===== src/rtl/bist_pkg.sv =====
package bist_pkg;
  localparam int DW     = 16;
  localparam int BIT_W  = 4;
  localparam int CRIT_N = 2;

  localparam logic [3:0] FC_PASS = 4'h0;
  localparam logic [3:0] FC_REG  = 4'h5;
  localparam logic [3:0] FC_ROM  = 4'h6;

  typedef enum logic [1:0] {SQ_REG, SQ_ROM, SQ_CMP, SQ_END} seq_st_e;

  // Content of one ROM location: low half of addr*mul, then xor.
  function automatic logic [DW-1:0] rom_word(input logic [DW-1:0] addr,
                                             input logic [DW-1:0] mul,
                                             input logic [DW-1:0] xr);
    logic [2*DW-1:0] prod;
    prod = addr * mul;
    return prod[DW-1:0] ^ xr;
  endfunction

  // Readback with one bit forced to a stuck value.
  function automatic logic [DW-1:0] stuck_apply(input logic [DW-1:0] d,
                                                input logic [BIT_W-1:0] b,
                                                input logic v);
    logic [DW-1:0] m;
    m = DW'(1) << b;
    return v ? (d | m) : (d & ~m);
  endfunction

  function automatic logic [3:0] pick_code(input logic reg_bad, input logic rom_bad);
    if (reg_bad) return FC_REG;
    if (rom_bad) return FC_ROM;
    return FC_PASS;
  endfunction
endpackage


===== src/rtl/bist_reg_bank.sv =====
module bist_reg_bank
  import bist_pkg::*;
#(
  parameter int NUM_TGT = 8,
  parameter int IDX_W   = 3
) (
  input  logic             clk,
  input  logic             rst_n,
  input  logic             wr_en,
  input  logic [IDX_W-1:0] wr_idx,
  input  logic [DW-1:0]    wr_data,
  input  logic [IDX_W-1:0] rd_idx,
  input  logic             inj_en,
  input  logic [IDX_W-1:0] inj_idx,
  input  logic [BIT_W-1:0] inj_bit,
  input  logic             inj_val,
  output logic [DW-1:0]    rd_data
);
  logic [NUM_TGT-1:0][DW-1:0] bank_q;
  logic [DW-1:0] raw;

  for (genvar g = 0; g < NUM_TGT; g++) begin : g_tgt
    logic [DW-1:0] q;
    always_ff @(posedge clk) begin
      if (!rst_n)                                q <= '0;
      else if (wr_en && wr_idx == IDX_W'(g))     q <= wr_data;
    end
    assign bank_q[g] = q;
  end

  always_comb begin
    raw = '0;
    for (int i = 0; i < NUM_TGT; i++)
      if (rd_idx == IDX_W'(i)) raw = bank_q[i];
  end

  assign rd_data = (inj_en && inj_idx == rd_idx) ? stuck_apply(raw, inj_bit, inj_val) : raw;
endmodule


===== src/rtl/bist_rom_sum.sv =====
module bist_rom_sum
  import bist_pkg::*;
#(
  parameter int          DEPTH = 32,
  parameter logic [15:0] MUL   = 16'h9E37,
  parameter logic [15:0] XR    = 16'h5A5A
) (
  input  logic          clk,
  input  logic          rst_n,
  input  logic          run,
  output logic          rom_last,
  output logic [DW-1:0] sum
);
  localparam int AW = (DEPTH > 1) ? $clog2(DEPTH) : 1;

  logic [AW-1:0] addr;

  assign rom_last = (addr == AW'(DEPTH - 1));

  always_ff @(posedge clk) begin
    if (!rst_n) begin
      addr <= '0;
      sum  <= '0;
    end else if (run) begin
      sum  <= sum + rom_word(DW'(addr), MUL, XR);
      addr <= rom_last ? '0 : addr + AW'(1);
    end
  end
endmodule


===== src/rtl/bist_seq.sv =====
module bist_seq
  import bist_pkg::*;
#(
  parameter int NUM_TGT = 8,
  parameter int IDX_W   = 3
) (
  input  logic             clk,
  input  logic             rst_n,
  input  logic [DW-1:0]    rd_data,
  input  logic             rom_last,
  output logic             wr_en,
  output logic [IDX_W-1:0] wr_idx,
  output logic [DW-1:0]    wr_data,
  output logic [IDX_W-1:0] rd_idx,
  output logic             rom_run,
  output logic             reg_fail,
  output logic             crit_fail,
  output logic             seq_cmp
);
  seq_st_e          st;
  logic [IDX_W-1:0] idx;
  logic [1:0]       ph;
  logic [DW-1:0]    pattern;
  logic             check_now;
  logic             mismatch;
  logic             last_tgt;

  // ph: 0 write zeros, 1 read zeros, 2 write ones, 3 read ones
  assign pattern   = {DW{ph[1]}};
  assign wr_en     = (st == SQ_REG) && !ph[0];
  assign wr_idx    = idx;
  assign wr_data   = pattern;
  assign rd_idx    = idx;
  assign check_now = (st == SQ_REG) && ph[0];
  assign mismatch  = check_now && (rd_data != pattern);
  assign last_tgt  = (idx == IDX_W'(NUM_TGT - 1));
  assign rom_run   = (st == SQ_ROM);
  assign seq_cmp   = (st == SQ_CMP);

  always_ff @(posedge clk) begin
    if (!rst_n) begin
      st        <= SQ_REG;
      idx       <= '0;
      ph        <= '0;
      reg_fail  <= 1'b0;
      crit_fail <= 1'b0;
    end else begin
      if (mismatch) begin
        reg_fail <= 1'b1;
        if (idx < IDX_W'(CRIT_N)) crit_fail <= 1'b1;
      end
      unique case (st)
        SQ_REG: begin
          ph <= ph + 2'd1;
          if (ph == 2'd3) begin
            if (last_tgt) st <= SQ_ROM;
            else          idx <= idx + IDX_W'(1);
          end
        end
        SQ_ROM:  if (rom_last) st <= SQ_CMP;
        SQ_CMP:  st <= SQ_END;
        default: st <= SQ_END;
      endcase
    end
  end
endmodule


===== src/rtl/bist_console_ctrl.sv =====
module bist_console_ctrl
  import bist_pkg::*;
#(
  parameter int          NUM_REGS  = 6,
  parameter int          ROM_DEPTH = 32,
  parameter logic [15:0] ROM_MUL   = 16'h9E37,
  parameter logic [15:0] ROM_XOR   = 16'h5A5A,
  parameter logic [15:0] RESET_VEC = 16'h0040,
  parameter int          IDX_W     = $clog2(NUM_REGS + 2)
) (
  input  logic             clk,
  input  logic             rst_n,
  input  logic             console_pin,
  input  logic             inj_en,
  input  logic [IDX_W-1:0] inj_idx,
  input  logic [3:0]       inj_bit,
  input  logic             inj_val,
  input  logic [15:0]      rom_exp_sum,
  input  logic             cmd_continue,
  input  logic [1:0]       cmd_arg,
  input  logic             cmd_run,
  input  logic [15:0]      cmd_addr,
  output logic             test_done,
  output logic [3:0]       fault_code,
  output logic             fault_discrete,
  output logic             console_mode,
  output logic             exec_run,
  output logic             exec_blocked,
  output logic             timer_a_en,
  output logic             timer_b_en,
  output logic             start_strobe,
  output logic [15:0]      start_addr
);
  localparam int NUM_TGT = NUM_REGS + 2;

  logic             wr_en;
  logic [IDX_W-1:0] wr_idx;
  logic [DW-1:0]    wr_data;
  logic [IDX_W-1:0] rd_idx;
  logic [DW-1:0]    rd_data;
  logic             rom_run;
  logic             rom_last;
  logic [DW-1:0]    rom_sum;
  logic             reg_fail;
  logic             crit_fail;
  logic             seq_cmp;
  logic             finished;
  logic             con_req;
  logic [1:0]       tmr_en;
  logic [3:0]       code_n;

  bist_seq #(.NUM_TGT(NUM_TGT), .IDX_W(IDX_W)) u_seq (
    .clk(clk), .rst_n(rst_n), .rd_data(rd_data), .rom_last(rom_last),
    .wr_en(wr_en), .wr_idx(wr_idx), .wr_data(wr_data), .rd_idx(rd_idx),
    .rom_run(rom_run), .reg_fail(reg_fail), .crit_fail(crit_fail), .seq_cmp(seq_cmp)
  );

  bist_reg_bank #(.NUM_TGT(NUM_TGT), .IDX_W(IDX_W)) u_bank (
    .clk(clk), .rst_n(rst_n), .wr_en(wr_en), .wr_idx(wr_idx), .wr_data(wr_data),
    .rd_idx(rd_idx), .inj_en(inj_en), .inj_idx(inj_idx), .inj_bit(inj_bit),
    .inj_val(inj_val), .rd_data(rd_data)
  );

  bist_rom_sum #(.DEPTH(ROM_DEPTH), .MUL(ROM_MUL), .XR(ROM_XOR)) u_rom (
    .clk(clk), .rst_n(rst_n), .run(rom_run), .rom_last(rom_last), .sum(rom_sum)
  );

  assign code_n     = pick_code(reg_fail, rom_sum != rom_exp_sum);
  assign timer_a_en = tmr_en[0];
  assign timer_b_en = tmr_en[1];

  always_ff @(posedge clk) begin
    if (!rst_n) begin
      con_req        <= console_pin;
      finished       <= 1'b0;
      test_done      <= 1'b0;
      fault_code     <= FC_PASS;
      fault_discrete <= 1'b0;
      console_mode   <= 1'b0;
      exec_run       <= 1'b0;
      exec_blocked   <= 1'b0;
      tmr_en         <= 2'b00;
      start_strobe   <= 1'b0;
      start_addr     <= '0;
    end else begin
      test_done    <= 1'b0;
      start_strobe <= 1'b0;
      if (seq_cmp) begin
        finished       <= 1'b1;
        test_done      <= 1'b1;
        fault_code     <= code_n;
        fault_discrete <= (code_n != FC_PASS);
        exec_blocked   <= crit_fail;
        if (con_req) begin
          console_mode <= 1'b1;
        end else if (!crit_fail) begin
          exec_run     <= 1'b1;
          start_strobe <= 1'b1;
          start_addr   <= RESET_VEC;
          tmr_en       <= 2'b11;
        end
      end else if (console_mode && !exec_blocked) begin
        if (cmd_run) begin
          console_mode <= 1'b0;
          exec_run     <= 1'b1;
          start_strobe <= 1'b1;
          start_addr   <= cmd_addr;
          tmr_en       <= 2'b11;
        end else if (cmd_continue) begin
          console_mode <= 1'b0;
          exec_run     <= 1'b1;
          tmr_en       <= cmd_arg;
        end
      end
    end
  end
endmodule


===== config.mk =====
export PLATFORM = sky130hd
export DESIGN_NAME = bist_console_ctrl
export DESIGN_NICKNAME = d
export VERILOG_FILES = /design/src/rtl/bist_pkg.sv /design/src/rtl/bist_reg_bank.sv /design/src/rtl/bist_rom_sum.sv /design/src/rtl/bist_seq.sv /design/src/rtl/bist_console_ctrl.sv
export SDC_FILE = /design/constraint.sdc
export NUM_CORES = 1
export LEC_CHECK = 0
export ABC_AREA = 1
export BUFFER_PORTS_ARGS = -buffer_cell sky130_fd_sc_hd__buf_2
export CORE_ASPECT_RATIO = 0.6
export CORE_MARGIN = 3
export CORE_UTILIZATION = 63
export CTS_BUF_LIST = sky130_fd_sc_hd__clkbuf_16
export DETAILED_ROUTE_END_ITERATION = 10
export GPL_TIMING_DRIVEN = 0
export PLACE_DENSITY = 0.87
export SYNTH_ARGS = -nofsm -noshare
export SYNTH_HDL_FRONTEND = slang
export SYNTH_SLANG_ARGS = --single-unit

===== constraint.sdc =====
create_clock -name clk -period 14 [get_ports clk]
set_clock_uncertainty 0.15 [all_clocks]
set_input_delay 2.8 -clock clk [delete_from_list [all_inputs] [get_ports clk]]
set_output_delay 2.8 -clock clk [all_outputs]
set_load 0.01 [all_outputs]

==> results of run 1 <==
## power by group
| part | internal [uW] | switching (uW) |
|---|---|---|
| clock network | 149 | 84.7 |
| registers | 188 | 2.15 |
| logic | 27.5 | 47.0 |
| total | 365 | 134 |
## sequential cells by signal, summed over array words and instances, names as in the netlist, 2 cells and up
signal and cells:
tmr_en 2, u_rom.addr 5, u_rom.sum 16, start_addr 16, u_bank.g_tgt.q 8, fault_code 3, u_seq.rd_idx 3, u_seq.ph 2
u_seq.st 2
## cell families after synthesis
family / after synthesis / share of synthesized area, %
compound gates: 133 / 14.2
xor+xnor: 43 / 7.37
fa+ha+maj: 65 / 17.2
buf+inv: 129 / 10.1
flops: 65 / 25.1
other cells: 1 / 0.0719
simple gates: 317 / 25.9
## tightest hold or removal path, stage by stage (launching register included)
cell     delay, ns
dfxtp_1       0.29
inv_1         0.06
a21oi_1       0.05
## layer usage
layer,track usage (%),vias up
met5,0,-
li1,-,2628
met2,49.0,259
met3,5.42,32
met4,7.29,0
met1,38.3,2453
## area by class of cell
| cell class | count | area, sq um | area share (%) |
|---|---|---|---|
| multi-input combinational | 559 | 3380 | 55.9 |
| sequential | 65 | 1310 | 21.7 |
| inverter | 107 | 402 | 6.65 |
| timing repair buffer | 74 | 370 | 6.14 |
| clock buffer | 10 | 250 | 4.15 |
| tap | 108 | 135 | 2.24 |
| buffer | 22 | 126 | 2.09 |
| clock inverter | 6 | 65.1 | 1.08 |
## metrics by stage
step / total power, uW / hold slack (ns) / worst slack, ns / util [%] / area, sq um
floorplan: 247 / 0.274 / 9.39 / - / 5220
global placement: 264 / 0.288 / 8.66 / 72.0 / 5720
detailed placement: 267 / 0.293 / 8.31 / 72.0 / 5720
CTS: 498 / 0.308 / 8.28 / 76.0 / 6040
global route: 516 / 0.327 / 7.82 / 76.0 / 6040
finish: 498 / 0.305 / 8.12 / 76.0 / 6040
## cells in the final DEF, fill, tap and decap left out, types with 2 or more instances in the layout
| master | instances |
|---|---|
| a211oi_1 | 3 |
| a21oi_1 | 66 |
| a21oi_2 | 2 |
| a31oi_1 | 2 |
| buf_2 | 76 |
| buf_4 | 3 |
| buf_6 | 4 |
| clkbuf_1 | 13 |
| clkbuf_16 | 10 |
| clkinv_1 | 3 |
| clkinv_4 | 2 |
| dfxtp_1 | 64 |
| fa_1 | 11 |
| ha_1 | 54 |
| inv_1 | 102 |
| inv_2 | 3 |
| nand2_1 | 165 |
| nand2_2 | 3 |
| nand3_1 | 57 |
| nand4_1 | 4 |
| nor2_1 | 61 |
| nor2_2 | 6 |
| nor2_4 | 3 |
| nor3_1 | 13 |
| nor4_1 | 2 |
| o2111ai_1 | 2 |
| o21ai_0 | 43 |
| o21ai_1 | 2 |
| o21bai_1 | 3 |
| o221ai_1 | 2 |
| o31ai_1 | 2 |
| xnor2_1 | 24 |
| xor2_1 | 18 |
## path summary, 6_finish.rpt
check        depth (start not counted)                    to            startpoint
min reg2reg                          2  u_bank.g_tgt[0].q[0]  u_bank.g_tgt[0].q[0]
max                                 24         u_rom.sum[14]         u_rom.addr[4]
min                                  2  u_bank.g_tgt[0].q[0]  u_bank.g_tgt[0].q[0]
max reg2reg                         24         u_rom.sum[14]         u_rom.addr[4]
## cells in the mapped netlist (all sizes together) (4+ instances only)
cell	number	area share, %
a21oi	68	6.7
buf	9	1.5
clkbuf	13	0.94
dfxtp	64	25
fa	11	4.2
ha	54	13
inv	104	7.5
nand2	169	12
nand3	57	5.5
nand4	4	0.48
nor2	70	5.8
nor3	13	1.2
o21ai	46	4.5
xnor2	25	4.3
xor2	18	3.0
==> results.yml, run 1 <==
outcome:
  status: "finished clean"
routing:
  detail_route.drc_violations: 0
  antenna_violating_nets_remaining: 0
  vias_per_cell: 5.65
  drt-wirelength-per-cell_um: 14.5
  postRouteWirelength_um: 13800
  detail_route.wirelength.met1_um: 6000
  detailroute.wirelength.met2_um: 6310
  detailedRoute.firstIterationViolations: 388
  maxUsedRoutingLayer: "met4"
  wl_met3_um: 1280
  detailedRoute.firstPassIterationCount: 5
  detailroute.via_count: 5372
grt:
  grt_pass1_wl_um: 22100
  globalRouteTotalUtil_pct: 29.1
  antenna_found_initial: 0
  grt_max_degree: 13
  first_global_vias: 4846
  grt.overflow.total: 0
layout:
  area_growth_syn_to_layout_pct: 15.7
  antenna-diode-count: 0
  drive_gt1_share_pct: 14.2
  layout.filler_cells: 592
  num-nets-final: 951
  layout.cells.non_filler: 951
synth:
  synth_top_flop_cell: "dfxtp_1"
  synth-seq-area-share_pct: 25.1
  synth_cell_types: 43
  synth_fp_nets: 866
  async_flop_share_pct: 0
  synthesis.yosys.warnings: 0
  synth-edff-count: 1
  netlist_area_sq_um: 5220
  synthCells: 753
  syn_area_per_cell_sq_um: 6.93
  synth_seq_cells: 65
timing:
  layout_worst_path_cycle_share_pct: 42.0
  setup_viol_count_final: 0
  setup_repair_after_global_routing_missed_its_margin: "false"
  timing.final.max_slew_violations: 0
  finalWorstPathRequiredPeriod_ns: 5.88
  timing.fmax_mhz: 170
  worst_slew_pin_slew_ns: 0.616
  timing.slew.headroom_pct: 58.6
  final_hold_vios: 0
  setup_total_negative_slack_ns: 0
critical_path:
  wp_buf_inv: 3
  cell_family_with_the_largest_share_of_critical_path_delay: "adder cells"
  cp-start-kind: "flip-flop"
  cp_common_cell: "nand2_1"
  crit_path_cell_trace: "fa_1 -> ha_1 -> inv_1 -> fa_1 -> inv_1 -> ha_1 -> inv_1 -> o31ai_1 -> nand2_1 -> nand2_1 -> nand2_1 -> nand2_1 -> xor2_1 -> ha_1 -> nand4_1 -> o21ai_0 -> nand2_1 -> nand2_1 -> a21oi_1 -> o21bai_1 -> a21oi_1 -> o21ai_0 -> xnor2_1 -> a21oi_1"
  critPathCaptureType: "flip-flop"
  critPathArrivalTime_ns: 5.93
  critical-path-max-stage-delay_ns: 0.54
  timing.critical_path.slowest_stage_cell: "fa_1"
  setup.reg_to_reg.worst_slack_ns: 8.12
  worst-setup-path-type: "reg2reg"
  crit_path_max_fanout: 7
  worst-endpoint-required_ns: 14.05
cts:
  cts_post_setup_buffers_inserted: 0
  clk_transition_reported_paths_ns: 0.06
  clock_tree.buffer_depth: 2
  clk_latency_ns: 0.34
  clock-sinks: 65
  ctsHtreeMaxLevel: 3
  hold_buffers: 0
  tritoncts.num_buffers: 9
  cts_resized: 0
  tritoncts_clock_tree: "yes"
  root_buffer: "clkbuf_16"
power:
  power.leakage_uw: 0.00305
  vdd_ir_drop_max_uv: 55.5
  power_density_nw_per_um2: 82.6
die:
  core_area_sq_um: 7950
  height_of_the_chip_um: 76.5
  dieWidth_um: 123
  row_count: 25
  die-area_sq_um: 9440
  start_util_pct: 65.6
  ioPinCount: 76
placement:
  place_congestion: 0.913
  place.detailed.instances: 935
  place.detailed.hpwl_um: 10700
  placement.io_buffers: 74
run:
  maxCapViolations: 0
worst_hold_path:
  hold_path.class: "reg2reg"
(Power assumes the default switching activity.)
==> run 2: changes to the inputs <==
Settings changed: ABC_AREA 1 to 0, CORE_UTILIZATION 63 to 52, PLACE_DENSITY 0.87 to 0.77.
Clock period 14 ns to 5.3 ns, I/O delays scaled along.
==> run 2 against run 1 <==
Compared with the run above:
- synthesized cell count decreased by 24%
- via count decreased by 19%
- design area decreased by 10%
- critical path depth decreased by 2
- critical path type unchanged
- largest power group unchanged
==> results.yml, run 2 <==
outcome:
  status: "finished clean"
timing:
  timing.final.max_slew_violations: 0
  timing.slew.headroom_pct: 38.3
  worst_slew_pin_slew_ns: 0.913
  finalWorstPathRequiredPeriod_ns: 5.16
  setup_viol_count_final: 0
  worst_hold_margin_ns: 0.299
  layout_worst_path_cycle_share_pct: 97.4
  final_hold_vios: 0
  fin_ws_ns: 0.138
  timing.fmax_mhz: 194
critical_path:
  ff2ff_path_depth: 22
  crit_path_cell_trace: "fa_2 -> ha_1 -> inv_1 -> fa_1 -> inv_1 -> ha_4 -> nor2b_1 -> o21ai_1 -> a21boi_1 -> o21ai_2 -> a211oi_1 -> o21ai_1 -> nor2b_1 -> xor2_1 -> ha_1 -> nand2_1 -> a2bb2oi_2 -> o311ai_2 -> a21oi_2 -> xnor2_2 -> mux2i_1 -> mux2i_1"
  wp_buf_inv: 2
  worst-endpoint-required_ns: 5.40
  r2r-end: "u_rom.sum[15]"
  cell_family_with_the_largest_share_of_critical_path_delay: "adder cells"
  r2r_startpoint: "u_rom.addr[4]"
  timing.critical_path.slowest_stage_cell: "fa_1"
  critPathCaptureType: "flip-flop"
  critical-path-max-stage-delay_ns: 0.53
  cp-start-kind: "flip-flop"
  crit_path_max_fanout: 7
  setup.reg_to_reg.worst_slack_ns: 0.14
  worst-setup-path-type: "reg2reg"
  critPathArrivalTime_ns: 5.27
  cp.depth: 22
worst_hold_path:
  worstHoldStart: "start_addr[8]"
  holdPathEnd: "start_addr[8]"
  hold_path.class: "reg2reg"
  hold-path-cell-count: 2
synth:
  top_count_cell_post_synth: "a21oi_1"
  synth-seq-area-share_pct: 28.7
  synth_seq_cells: 65
  synthCells: 569
  synth_commonest_cells: "a21oi_1, dfxtp_1, nand2_1, ha_1, nor2_1"
  netlist_area_sq_um: 4570
  synthesis.yosys.warnings: 0
  syn_area_per_cell_sq_um: 8.03
  async_flop_share_pct: 0
  synth.top_cell.area_share_pct: 28.0
  synth_fp_nets: 682
  post_synth_main_area_contributors: "dfxtp_1, ha_1, a21oi_1, nand2_1, fa_1"
  synthDominantAreaCellType: "dfxtp_1"
  synth_cell_types: 51
  synth_top_flop_cell: "dfxtp_1"
  synth-edff-count: 1
die:
  core_area_sq_um: 8200
  height_of_the_chip_um: 78.6
  ioPinCount: 76
  dieWidth_um: 127
  row_count: 25
  start_util_pct: 55.7
  die-area_sq_um: 9980
routing:
  detailroute.via_count: 4335
  detail_route.drc_violations: 0
  postRouteWirelength_um: 12300
  detailedRoute.firstIterationViolations: 381
  vias_per_cell: 5.64
  antenna_violating_nets_remaining: 0
  detailedRoute.firstPassIterationCount: 5
  drt-wirelength-per-cell_um: 16.0
layout:
  antenna-diode-count: 0
  area_growth_syn_to_layout_pct: 18.7
  final_core_util_pct: 66.1
  layout.cells.most_common_list: "buf_2, a21oi_1, nand2_1, dfxtp_1, ha_1"
  drive_gt1_share_pct: 16.8
  layout.filler_cells: 670
  num-nets-final: 768
  layout_commonest_cell: "buf_2"
  reg.largest.list: "start_addr: 16 flops, u_rom.sum: 16 flops, u_bank.g_tgt.q: 8 flops"
cts:
  ctsHtreeMaxLevel: 3
  clock_tree.buffer_depth: 2
  clk_latency_ns: 0.33
  hold_buffers: 0
  clk_transition_reported_paths_ns: 0.06
  tritoncts.num_buffers: 9
  clock-sinks: 65
  tritoncts_clock_tree: "yes"
  root_buffer: "clkbuf_16"
placement:
  place.detailed.hpwl_um: 9480
  place_congestion: 0.925
  placement.setup.worst_slack_ns: -0.250
  placement.io_buffers: 69
power:
  power_density_nw_per_um2: 200
  power.leakage_uw: 0.00252
  vdd_ir_drop_max_uv: 157
grt:
  first_global_vias: 3963
  grt_max_degree: 13
  grt_pass1_wl_um: 19700
  globalRouteTotalUtil_pct: 24.7
  grt.overflow.total: 0
  antenna_found_initial: 0
run:
  maxCapViolations: 0
-- run 2: repair_timing --
| item | in CTS | in global routing |
|---|---|---|
| pin swaps | 8 | 11 |
| gates cloned | 0 | 0 |
| gates resized for setup | 9 | 15 |
| endpoints found under the setup margin | 1 | 3 |
| setup buffers | 2 | 4 |
-- run 2: kinds of logic (layout without fill, tap and decap cells) --
kind of cell	Yosys count	count (layout)	share of synthesized area, %
compound gates	131	131	16.6
other cells	1	1	0.0821
flops	65	65	28.7
buf+inv	68	159	6.35
simple gates	190	190	19.0
fa+ha+maj	65	65	19.6
xor+xnor	41	41	7.86
mux	8	8	1.75
-- run 2: worst max-delay path by stage --
stage	startpoint	to
global route	u_rom.addr[4]	u_rom.sum[15]
finish	u_rom.addr[4]	u_rom.sum[15]
floorplan	u_rom.addr[4]	u_rom.sum[15]
CTS	u_rom.addr[4]	u_rom.sum[15]
global placement	u_rom.addr[4]	u_rom.sum[15]
detailed placement	u_rom.addr[4]	u_rom.sum[15]
-- run 2: area by class of cell --
class                           count  area, sq um  area share (%)
Sequential cell                    65         1320            24.4
Buffer                             25          129            2.38
Timing Repair Buffer               75          390            7.20
Multi-Input combinational cell    436         3030            55.8
Clock inverter                      7         31.3           0.577
Tap cell                          108          135            2.49
Clock buffer                        9          225            4.16
Inverter                           43          161            2.98
-- run 2: routing by layer --
metal	routed length [um]	GRT usage (%)	vias up
met5	0	0	-
met4	143	6.00	0
met1	5960	36.1	2033
met2	5340	36.7	151
met3	854	5.57	17
li1	-	-	2134
-- run 2: where the power goes --
| part | internal, uW | switching (uW) |
|---|---|---|
| Clock | 306 | 204 |
| Sequential | 494 | 5.23 |
| Combinational | 29.4 | 41.6 |
| Total | 830 | 251 |
-- run 2: worst register-to-register path, delay by kind of cell, from the launching register on --
family,cells,cell delay [ns]
flops,1,0.37
simple gates,3,0.48
compound gates,8,1.26
buf+inv,2,0.12
mux,2,0.49
xor+xnor,2,0.28
fa+ha+maj,5,1.93
-- run 2: per-stage QoR --
step / cell area, sq um / total power [uW] / cells / TNS [ns]
floorplan: 4570 / 548 / 569 / 0
global placement: 5050 / 578 / 746 / -0.0710
detailed placement: 5050 / 580 / 746 / -0.250
CTS: 5340 / 1080 / 764 / 0
global route: 5420 / 1120 / 768 / -0.0914
finish: 5420 / 1080 / 768 / 0
